## src/rtl/sdir_pkg.sv

```systemverilog
package sdir_pkg;
    localparam int NODES  = 8;
    localparam int SETS   = 16;
    localparam int WAYS   = 4;
    localparam int ADDR_W = 10;

    localparam int IDX_W  = $clog2(SETS);
    localparam int WAY_W  = $clog2(WAYS);
    localparam int TAG_W  = ADDR_W - IDX_W;
    localparam int NODE_W = $clog2(NODES);

    typedef enum logic { OP_LOOKUP = 1'b0, OP_UPDATE = 1'b1 } op_e;
    typedef enum logic { S_IDLE = 1'b0, S_EVICT = 1'b1 } st_e;

    typedef struct packed {
        logic             valid;
        logic [TAG_W-1:0] tag;
        logic [NODES-1:0] sharers;
        logic             dirty;
    } entry_t;

    function automatic logic [NODE_W-1:0] lowest_node(input logic [NODES-1:0] v);
        logic [NODE_W-1:0] r;
        r = '0;
        for (int i = NODES - 1; i >= 0; i--) begin
            if (v[i]) r = NODE_W'(i);
        end
        return r;
    endfunction
endpackage

```

## src/rtl/sdir_plru.sv

```systemverilog
module sdir_plru
    import sdir_pkg::*;
#(
    parameter int N_SETS = SETS,
    parameter int N_WAYS = WAYS
) (
    input  logic                       clk,
    input  logic                       rst,
    input  logic [$clog2(N_SETS)-1:0]  rd_set,
    output logic [$clog2(N_WAYS)-1:0]  victim,
    input  logic                       touch_en,
    input  logic [$clog2(N_SETS)-1:0]  touch_set,
    input  logic [$clog2(N_WAYS)-1:0]  touch_way
);
    localparam int LW = $clog2(N_WAYS);
    localparam int NB = N_WAYS - 1;

    logic [NB-1:0] tree [N_SETS];
    logic [NB-1:0] nxt;

    // walk toward the least recently pointed leaf
    always_comb begin
        int node;
        node = 0;
        for (int lvl = 0; lvl < LW; lvl++) begin
            node = 2 * node + 1 + (tree[rd_set][node] ? 1 : 0);
        end
        victim = LW'(node - NB);
    end

    // point every node on the touched path away from it
    always_comb begin
        int node;
        logic dir;
        nxt  = tree[touch_set];
        node = 0;
        for (int lvl = 0; lvl < LW; lvl++) begin
            dir       = touch_way[LW-1-lvl];
            nxt[node] = ~dir;
            node      = 2 * node + 1 + (dir ? 1 : 0);
        end
    end

    always_ff @(posedge clk) begin
        if (rst) begin
            for (int s = 0; s < N_SETS; s++) tree[s] <= '0;
        end else if (touch_en) begin
            tree[touch_set] <= nxt;
        end
    end
endmodule

```

## src/rtl/sdir_way_match.sv

```systemverilog
module sdir_way_match
    import sdir_pkg::*;
(
    input  logic                  clk,
    input  logic                  rst,
    input  entry_t [WAYS-1:0]     set_ent,
    input  logic [TAG_W-1:0]      tag,
    input  logic [WAY_W-1:0]      plru_way,
    output logic                  hit,
    output logic [WAY_W-1:0]      hit_way,
    output logic [WAY_W-1:0]      alloc_way
);
    logic [WAYS-1:0] hit_vec;
    logic [WAYS-1:0] free_vec;

    for (genvar w = 0; w < WAYS; w++) begin : g_way
        assign hit_vec[w]  = set_ent[w].valid && (set_ent[w].tag == tag);
        assign free_vec[w] = !set_ent[w].valid;
    end

    always_comb begin
        hit_way   = '0;
        alloc_way = plru_way;
        for (int w = WAYS - 1; w >= 0; w--) begin
            if (hit_vec[w])  hit_way   = WAY_W'(w);
            if (free_vec[w]) alloc_way = WAY_W'(w);
        end
    end

    assign hit = |hit_vec;

    // an address may live in at most one way
    a_r3_unique_hit: assert property (@(posedge clk) disable iff (rst)
        $onehot0(hit_vec));
endmodule

```

## src/rtl/sdir_inv_seq.sv

```systemverilog
module sdir_inv_seq
    import sdir_pkg::*;
(
    input  logic              clk,
    input  logic              rst,
    input  logic              load,
    input  logic [NODES-1:0]  load_vec,
    output logic              inv_valid,
    output logic [NODE_W-1:0] inv_node,
    output logic              last
);
    logic [NODES-1:0] pend;

    assign inv_valid = |pend;
    assign inv_node  = lowest_node(pend);
    assign last      = inv_valid && ((pend & (pend - 1'b1)) == '0);

    always_ff @(posedge clk) begin
        if (rst)            pend <= '0;
        else if (load)      pend <= load_vec;
        else if (inv_valid) pend <= pend & (pend - 1'b1);
    end

    // nodes leave in strictly ascending order within one eviction
    a_r8_ascending: assert property (@(posedge clk) disable iff (rst)
        inv_valid && $past(inv_valid) && !$past(last) |-> inv_node > $past(inv_node));
endmodule

```

## src/rtl/sdir_cache.sv

```systemverilog
module sdir_cache
    import sdir_pkg::*;
(
    input  logic              clk,
    input  logic              rst,
    input  logic              req_valid,
    output logic              req_ready,
    input  logic              req_op,
    input  logic [ADDR_W-1:0] req_addr,
    input  logic [NODES-1:0]  req_sharers,
    input  logic              req_dirty,
    output logic              rsp_valid,
    output logic              rsp_hit,
    output logic [NODES-1:0]  rsp_sharers,
    output logic              rsp_dirty,
    output logic              inv_valid,
    output logic [ADDR_W-1:0] inv_addr,
    output logic [NODE_W-1:0] inv_node
);
    entry_t mem [SETS][WAYS];
    entry_t [WAYS-1:0] set_ent;
    st_e state;

    logic [IDX_W-1:0] idx;
    logic [TAG_W-1:0] tag;
    logic             hit, accept, is_upd, nonempty, need_evict, direct_wr, seq_last;
    logic [WAY_W-1:0] hit_way, alloc_way, plru_way, wr_way, touch_way;
    logic             touch_en;
    logic [IDX_W-1:0] touch_set;
    entry_t           victim;

    logic [IDX_W-1:0] h_idx;
    logic [TAG_W-1:0] h_tag, h_vtag;
    logic [WAY_W-1:0] h_way;
    logic [NODES-1:0] h_sh;
    logic             h_dirty;

    assign idx = req_addr[IDX_W-1:0];
    assign tag = req_addr[ADDR_W-1:IDX_W];

    always_comb begin
        for (int w = 0; w < WAYS; w++) set_ent[w] = mem[idx][w];
    end

    sdir_way_match u_match (
        .clk(clk), .rst(rst), .set_ent(set_ent), .tag(tag), .plru_way(plru_way),
        .hit(hit), .hit_way(hit_way), .alloc_way(alloc_way)
    );

    assign req_ready  = (state == S_IDLE);
    assign accept     = req_valid && req_ready;
    assign is_upd     = (req_op == OP_UPDATE);
    assign nonempty   = (req_sharers != '0) || req_dirty;
    assign victim     = set_ent[alloc_way];
    assign need_evict = accept && is_upd && !hit && nonempty &&
                        victim.valid && (victim.sharers != '0);
    assign direct_wr  = accept && is_upd && (hit || (nonempty && !need_evict));
    assign wr_way     = hit ? hit_way : alloc_way;

    always_comb begin
        touch_en  = 1'b0;
        touch_set = idx;
        touch_way = wr_way;
        if (state == S_EVICT) begin
            touch_en  = seq_last;
            touch_set = h_idx;
            touch_way = h_way;
        end else if (accept && (hit || direct_wr)) begin
            touch_en = 1'b1;
        end
    end

    sdir_plru u_plru (
        .clk(clk), .rst(rst), .rd_set(idx), .victim(plru_way),
        .touch_en(touch_en), .touch_set(touch_set), .touch_way(touch_way)
    );

    sdir_inv_seq u_seq (
        .clk(clk), .rst(rst), .load(need_evict), .load_vec(victim.sharers),
        .inv_valid(inv_valid), .inv_node(inv_node), .last(seq_last)
    );

    assign inv_addr = {h_vtag, h_idx};

    always_ff @(posedge clk) begin
        if (rst) begin
            state <= S_IDLE;
            for (int s = 0; s < SETS; s++)
                for (int w = 0; w < WAYS; w++) mem[s][w] <= '0;
            h_idx <= '0; h_tag <= '0; h_vtag <= '0; h_way <= '0;
            h_sh  <= '0; h_dirty <= 1'b0;
        end else begin
            if (need_evict) begin
                state   <= S_EVICT;
                h_idx   <= idx;
                h_tag   <= tag;
                h_vtag  <= victim.tag;
                h_way   <= alloc_way;
                h_sh    <= req_sharers;
                h_dirty <= req_dirty;
            end else if (state == S_EVICT && seq_last) begin
                state <= S_IDLE;
                mem[h_idx][h_way] <= '{valid: 1'b1, tag: h_tag, sharers: h_sh, dirty: h_dirty};
            end
            if (direct_wr)
                mem[idx][wr_way] <= '{valid: nonempty, tag: tag, sharers: req_sharers, dirty: req_dirty};
        end
    end

    always_ff @(posedge clk) begin
        if (rst) begin
            rsp_valid <= 1'b0; rsp_hit <= 1'b0; rsp_sharers <= '0; rsp_dirty <= 1'b0;
        end else begin
            rsp_valid   <= accept && !is_upd;
            rsp_hit     <= hit;
            rsp_sharers <= hit ? set_ent[hit_way].sharers : '0;
            rsp_dirty   <= hit && set_ent[hit_way].dirty;
        end
    end

    // no request is taken while invalidations are going out
    a_r9_stall_on_inv: assert property (@(posedge clk) disable iff (rst)
        inv_valid |-> !req_ready);
    // a response only follows an accepted lookup
    a_r2_rsp_follows_lookup: assert property (@(posedge clk) disable iff (rst)
        rsp_valid |-> $past(req_valid && req_ready && req_op == OP_LOOKUP));
    // a miss reports empty state
    a_r1_miss_empty: assert property (@(posedge clk) disable iff (rst)
        rsp_valid && !rsp_hit |-> (rsp_sharers == '0) && !rsp_dirty);
    // a dirty-only victim never starts the invalidation stream
    a_r10_no_empty_stream: assert property (@(posedge clk) disable iff (rst)
        $rose(inv_valid) |-> $past(req_valid && req_op == OP_UPDATE));
endmodule

```

## config.mk

```make
export PLATFORM = sky130hd
export DESIGN_NAME = sdir_cache
export DESIGN_NICKNAME = d
export VERILOG_FILES = /design/src/rtl/sdir_pkg.sv /design/src/rtl/sdir_plru.sv /design/src/rtl/sdir_way_match.sv /design/src/rtl/sdir_inv_seq.sv /design/src/rtl/sdir_cache.sv
export SDC_FILE = /design/constraint.sdc
export NUM_CORES = 2
export LEC_CHECK = 0
export BUFFER_PORTS_ARGS = -buffer_cell sky130_fd_sc_hd__buf_2
export CAP_MARGIN = 20
export CORE_UTILIZATION = 48
export DETAILED_ROUTE_END_ITERATION = 6
export PLACE_DENSITY_LB_ADDON = 0.15
export SETUP_SLACK_MARGIN = 0.3
export SLEW_MARGIN = 20
export SYNTH_ARGS = -nofsm -noshare
export SYNTH_HDL_FRONTEND = slang
export SYNTH_HIERARCHICAL = 1
export SYNTH_SLANG_ARGS = --single-unit
```

## constraint.sdc

```tcl
create_clock -name clk -period 11.2 [get_ports clk]
set_input_delay 2.8 -clock clk [delete_from_list [all_inputs] [get_ports clk]]
set_output_delay 2.8 -clock clk [all_outputs]
set_load 0.005 [all_outputs]
```

==> After elaboration in Yosys (flattened, before gate mapping) <==
Memories as Yosys holds them, arrays and structs flattened.
Cells that the tools add are included.
{ "totals": {"in_bits": 23, "elab_cells": 140, "memories": 2, "output_inout_bits": 26, "ff_bits": 47, "ramBits": 1072} }
{ "mem_list": {"columns": ["memory", "words", "word_bits", "read_ports", "rd_clocked_by_memory_dff", "wr", "line_no", "rtl"], "rows": [
  ["mem", 16, 64, 1, 0, 16, "sdir_cache.sv:20", "entry_t mem [SETS][WAYS];"],
  ["u_plru.tree", 16, 3, 2, 0, 16, "sdir_plru.sv:18", "logic [NB-1:0] tree [N_SETS];"]
]} }
{ "op_classes": {"magnitude_cmp": 9, "mux": 63, "eq_ne": 4, "reduce_logical": 37, "n_bitwise": 7, "n_addsub": 6} }
{ "ops": {"columns": ["operator", "count"], "rows": [
  ["$mux W64", 6],
  ["$reduce_or A64 Y1", 2],
  ["$bmux W16 S2", 2],
  ["$demux W16 S2", 2],
  ["$lt A32 B4 Y1 const B", 2],
  ["$mux W16", 3],
  ["$add A2 B32 Y32 const A", 1],
  ["$ge A32 B1 Y1 const B", 1],
  ["$mux W3", 9],
  ["$eq A6 B6 Y1", 4],
  ["$mux W1", 21],
  ["$logic_and A1 B1 Y1", 20],
  ["$mux W2", 10],
  ["$mux W4", 4],
  ["$mux W8", 2],
  ["$reduce_bool A8 Y1", 2],
  ["$mux W9", 1],
  ["$and A8 B8 Y8", 1],
  ["$logic_not A8 Y1", 1],
  ["$reduce_or A8 Y1", 1],
  ["$sub A8 B1 Y8 const B", 1],
  ["$ge A3 B3 Y1 const B", 2],
  ["$lt A2 B3 Y1 const B", 2],
  ["$lt A3 B1 Y1 const B", 2],
  ["other kinds (15)", 24]
]} }

==> Logic depth before layout (Yosys ltp) <==
An unclocked memory read counts as a cell.
{ "depth": {"word_depth": 30, "mapped_depth": 25, "mapped_depth_nobuf": 17} }

==> Hierarchy <==
The synthesis kept the hierarchy.
{ "modules_own_cells": {"columns": ["module", "cells_each", "seq_area_each_um2", "instances", "area_each_um2"], "rows": [
  ["sdir_cache", 3159, 31530.2, 1, 46424.5],
  ["sdir_plru", 208, 1441.4, 1, 2723.9],
  ["sdir_inv_seq", 65, 160.2, 1, 483.0],
  ["sdir_way_match", 43, 0.0, 1, 357.8]
]} }

==> Worst setup path after synthesis <==
No wires, ideal clock.
{ "synth_path": {"path_kind": "input to register", "startpoint": "input port req_addr[0]", "endpoint": "memory mem[1][0] (netlist name), enable pin", "slack_ns": 2.070, "path_buffers": 8, "setup_ns": 0.371, "stages": 18, "arrival_ns": 8.759, "t_required_ns": 10.829, "cell_sequence": "buf_2 > buf_2 > buf_2 > clkbuf_1 > buf_1 > buf_1 > mux4_2 > mux4_2 > xor2_1 > nor4_4 > nor2b_4 > nand2_1 > clkbuf_1 > o21ai_1 > clkbuf_1 > nor4_1 > o21ai_1 > nand2b_1"} }
{ "synth_lines": {"columns": ["item", "line_no", "rtl"], "rows": [
  ["start: declaration", "sdir_cache.sv:9", "input logic [ADDR_W-1:0] req_addr,"],
  ["end: declaration", "sdir_cache.sv:20", null]
]} }

==> flow_summary.json <==
{
  "dr.pass1.iters": 7,
  "cts_setup_buffers": 0,
  "max-slew-margin-rel_pct": 22.74,
  "grt_pass1_vias": 30230,
  "wirelength_um": 149900,
  "internal_power_mw": 7.232,
  "cts_buffers": 116,
  "pwr-share-comb_pct": 9.0,
  "cts_resized": 0,
  "core_mm2": 0.1033,
  "vias": 30770,
  "violations": "design-rule violations",
  "area_growth_pct": 11.66,
  "endpoint_kind": "flop",
  "clockBufferDepth": 3,
  "synth_top_family_by_area": "multiplexers",
  "p_clk_share_pct": 40.7,
  "drv_cap": 0,
  "start_util_pct": 48.37,
  "rsz0062_at_grt": "no",
  "critPathArrivalTime_ns": 9.96,
  "post_route_cells_drive_above_1_share_pct": 20.68,
  "place.gp.congestion": 1.004,
  "outcome": "finished with violations",
  "synth_cell_types": 63,
  "synth-simple-area-share_pct": 11.95,
  "power.switching_mw": 2.247,
  "ioPinCount": 49,
  "drc_errors": 1,
  "rows": 118,
  "period_share_pct": 86.14,
  "cp-start-kind": "input pin",
  "cts_root_buf": "clkbuf_16",
  "timing.final.ws_setup_ns": 1.552,
  "skew_ns": 0.04228,
  "dieHeight_um": 324.7,
  "grt_max_degree": 66,
  "drt-initial-drc-count": 4276,
  "async_flop_share_pct": 0,
  "overflow": 0,
  "cellPowerDensity_mw_per_mm2": 169.8,
  "syn_area_mm2": 0.04999,
  "insertedDiodeCount": 0,
  "cp.required_ns": 11.51,
  "r2r_slack_ns": 3.99,
  "vias_per_cell": 6.211,
  "hold_path.class": "reg2reg",
  "worstSetupPathType": "in2reg",
  "die_w_um": 324.7,
  "ys_seq_elements": 1119,
  "ys_seq_area_share_pct": 66.28,
  "synth_nets": 3498,
  "ant_nets": 0,
  "period_minus_slack_ns": 9.648,
  "cts.clk_slew.worst_paths_ns": 0.06,
  "mostFrequentLayoutCells": "1,100 x nor2_1, 1,072 x edfxtp_1, 314 x mux4_2",
  "setup-tns-final_ns": 0,
  "synthMuxAreaShare_pct": 15.61,
  "post-place-ws_ns": 0.9008,
  "seq_power_share_pct": 50.4,
  "grt_antenna_before_repair": 1,
  "synth_edf_count": 1072,
  "drt-wirelength-per-cell_um": 30.26,
  "synth_xor_area_share_pct": 0.4205,
  "nets": 3499,
  "synthFlopType": "edfxtp_1",
  "p_leak_nw": 18.58,
  "hold_viol": 0,
  "cts_tree": "yes",
  "synthCells": 3475,
  "layout_commonest_cell": "nor2_1",
  "crit_fanout": 57,
  "sw_frac_of_total_pct": 23.71,
  "placed_cell_area_mm2": 0.05204,
  "synth-adder-area-share_pct": 0,
  "p_total_mw": 9.479,
  "grt_pass1_wl_um": 218300,
  "die-area_mm2": 0.1054,
  "vdd_drop_max_mv": 0.1431,
  "stdcell_area_mm2": 0.05582,
  "cts.sinks": 1119,
  "clock_latency_ns": 0.72,
  "cts_hold_buf": 0,
  "worstMarginPinSlew_ns": 1.135,
  "dp_hpwl_um": 99110,
  "grt.total_usage_pct": 28.68,
  "avgSynthCellArea_um2": 14.39,
  "synth_compound_area_share_pct": 3.086,
  "fillerInstances": 8349,
  "timing.final.max_slew_violations": 0,
  "fmax_ghz": 0.1037,
  "ys_warn_count": 6,
  "portBuffers": 48,
  "htreeDepth": 3,
  "setup_viol": 0
}
==> final cells by class <==
type	instances	area, um2	share of cell area [%]
repair buffers	185	1449	2.596
clock buffers	150	3112	5.575
well taps	1380	1727	3.093
multi-input cells	2047	15710	28.14
inverters	7	28.78	0.05156
flip-flops and latches	1119	33130	59.36
clock inverters	66	664.4	1.190
==> per-stage QoR <==
step | instances | hold slack (ns) | utilization [%]
2_1_floorplan | 3475 | 0.4465 | -
4_1_cts | 4954 | 0.4934 | 54.01
3_3_place_gp | 4738 | 0.4742 | 50.35
6_report | 4954 | 0.4916 | 54.01
3_5_place_dp | 4738 | 0.4838 | 50.35
5_1_grt | 4954 | 0.5162 | 54.01
==> state kept, by name (all words and copies together), names as in the netlist <==
| register | flops |
|---|---|
| u_plru/tree | 48 |
| h_vtag | 6 |
| rsp_hit | 1 |
| h_idx | 4 |
| rsp_sharers | 8 |
| h_way | 2 |
| h_dirty | 1 |
| rsp_dirty | 1 |
| mem | 1024 |
| state | 1 |
| rsp_valid | 1 |
| u_seq/pend | 8 |
| h_tag | 6 |
| h_sh | 8 |
==> worst max-delay path, cell delays in order <==
cell	delay (ns)
buf_8	0.53
mux4_2	0.60
mux2i_1	0.24
mux2i_1	0.29
buf_4	0.25
mux2_2	0.22
o21ai_0	0.09
a21boi_2	0.61
nand2b_1	0.44
a21oi_1	0.08
or4_1	0.47
or4_1	0.60
o21ai_4	0.21
buf_4	0.40
a32o_1	0.69
o21ai_1	0.35
buf_4	0.31
nand2b_1	0.71
==> cells by family after synthesis <==
group	Yosys count
AO/OA/AOI/OAI	247
XOR/XNOR	24
buffers and inverters	309
flip-flops	1119
multiplexers	369
AND/OR/NAND/NOR	1407
==> per-layer routing <==
layer / wire length (um) / track usage (%) / vias to the layer above
li1: - / - / 12860
met1: 58450 / 39.61 / 16100
met2: 72890 / 46.14 / 1563
met3: 13360 / 5.282 / 245
met4: 5215 / 9.506 / 0
met5: 0 / 0 / -
==> power groups by stage <==
stage	combinational (mW)	sequential, mW	clock (mW)
floorplan	0.530	4.82	0
global placement	0.843	4.85	0
detailed placement	0.850	4.86	0
CTS	0.851	4.78	3.89
global route	0.886	4.79	4.05
finish	0.851	4.77	3.85
==> Yosys cell counts, drive strengths merged, types with 15 or more instances <==
| master | count | area share (%) |
|---|---|---|
| nor2 | 1103 | 8.3 |
| a22oi | 66 | 0.99 |
| nor2b | 15 | 0.20 |
| o21ai | 77 | 0.83 |
| edfxtp | 1072 | 64 |
| mux4 | 322 | 15 |
| mux2i | 38 | 0.84 |
| a21oi | 79 | 0.79 |
| clkbuf | 184 | 1.4 |
| buf | 118 | 1.2 |
| nand2b | 85 | 1.1 |
| dfxtp | 47 | 1.9 |
| nor4 | 22 | 0.61 |
| nand2 | 104 | 0.78 |
==> final timing paths <==
kind	start	end	cells after the start
max	req_addr[0]	mem[15][51]	18
min	h_sh[3]	h_sh[3]	2
max reg2reg	u_plru/tree[15][0]	mem[15][51]	17
min reg2reg	h_sh[3]	h_sh[3]	2
(Power assumes the default switching activity.)
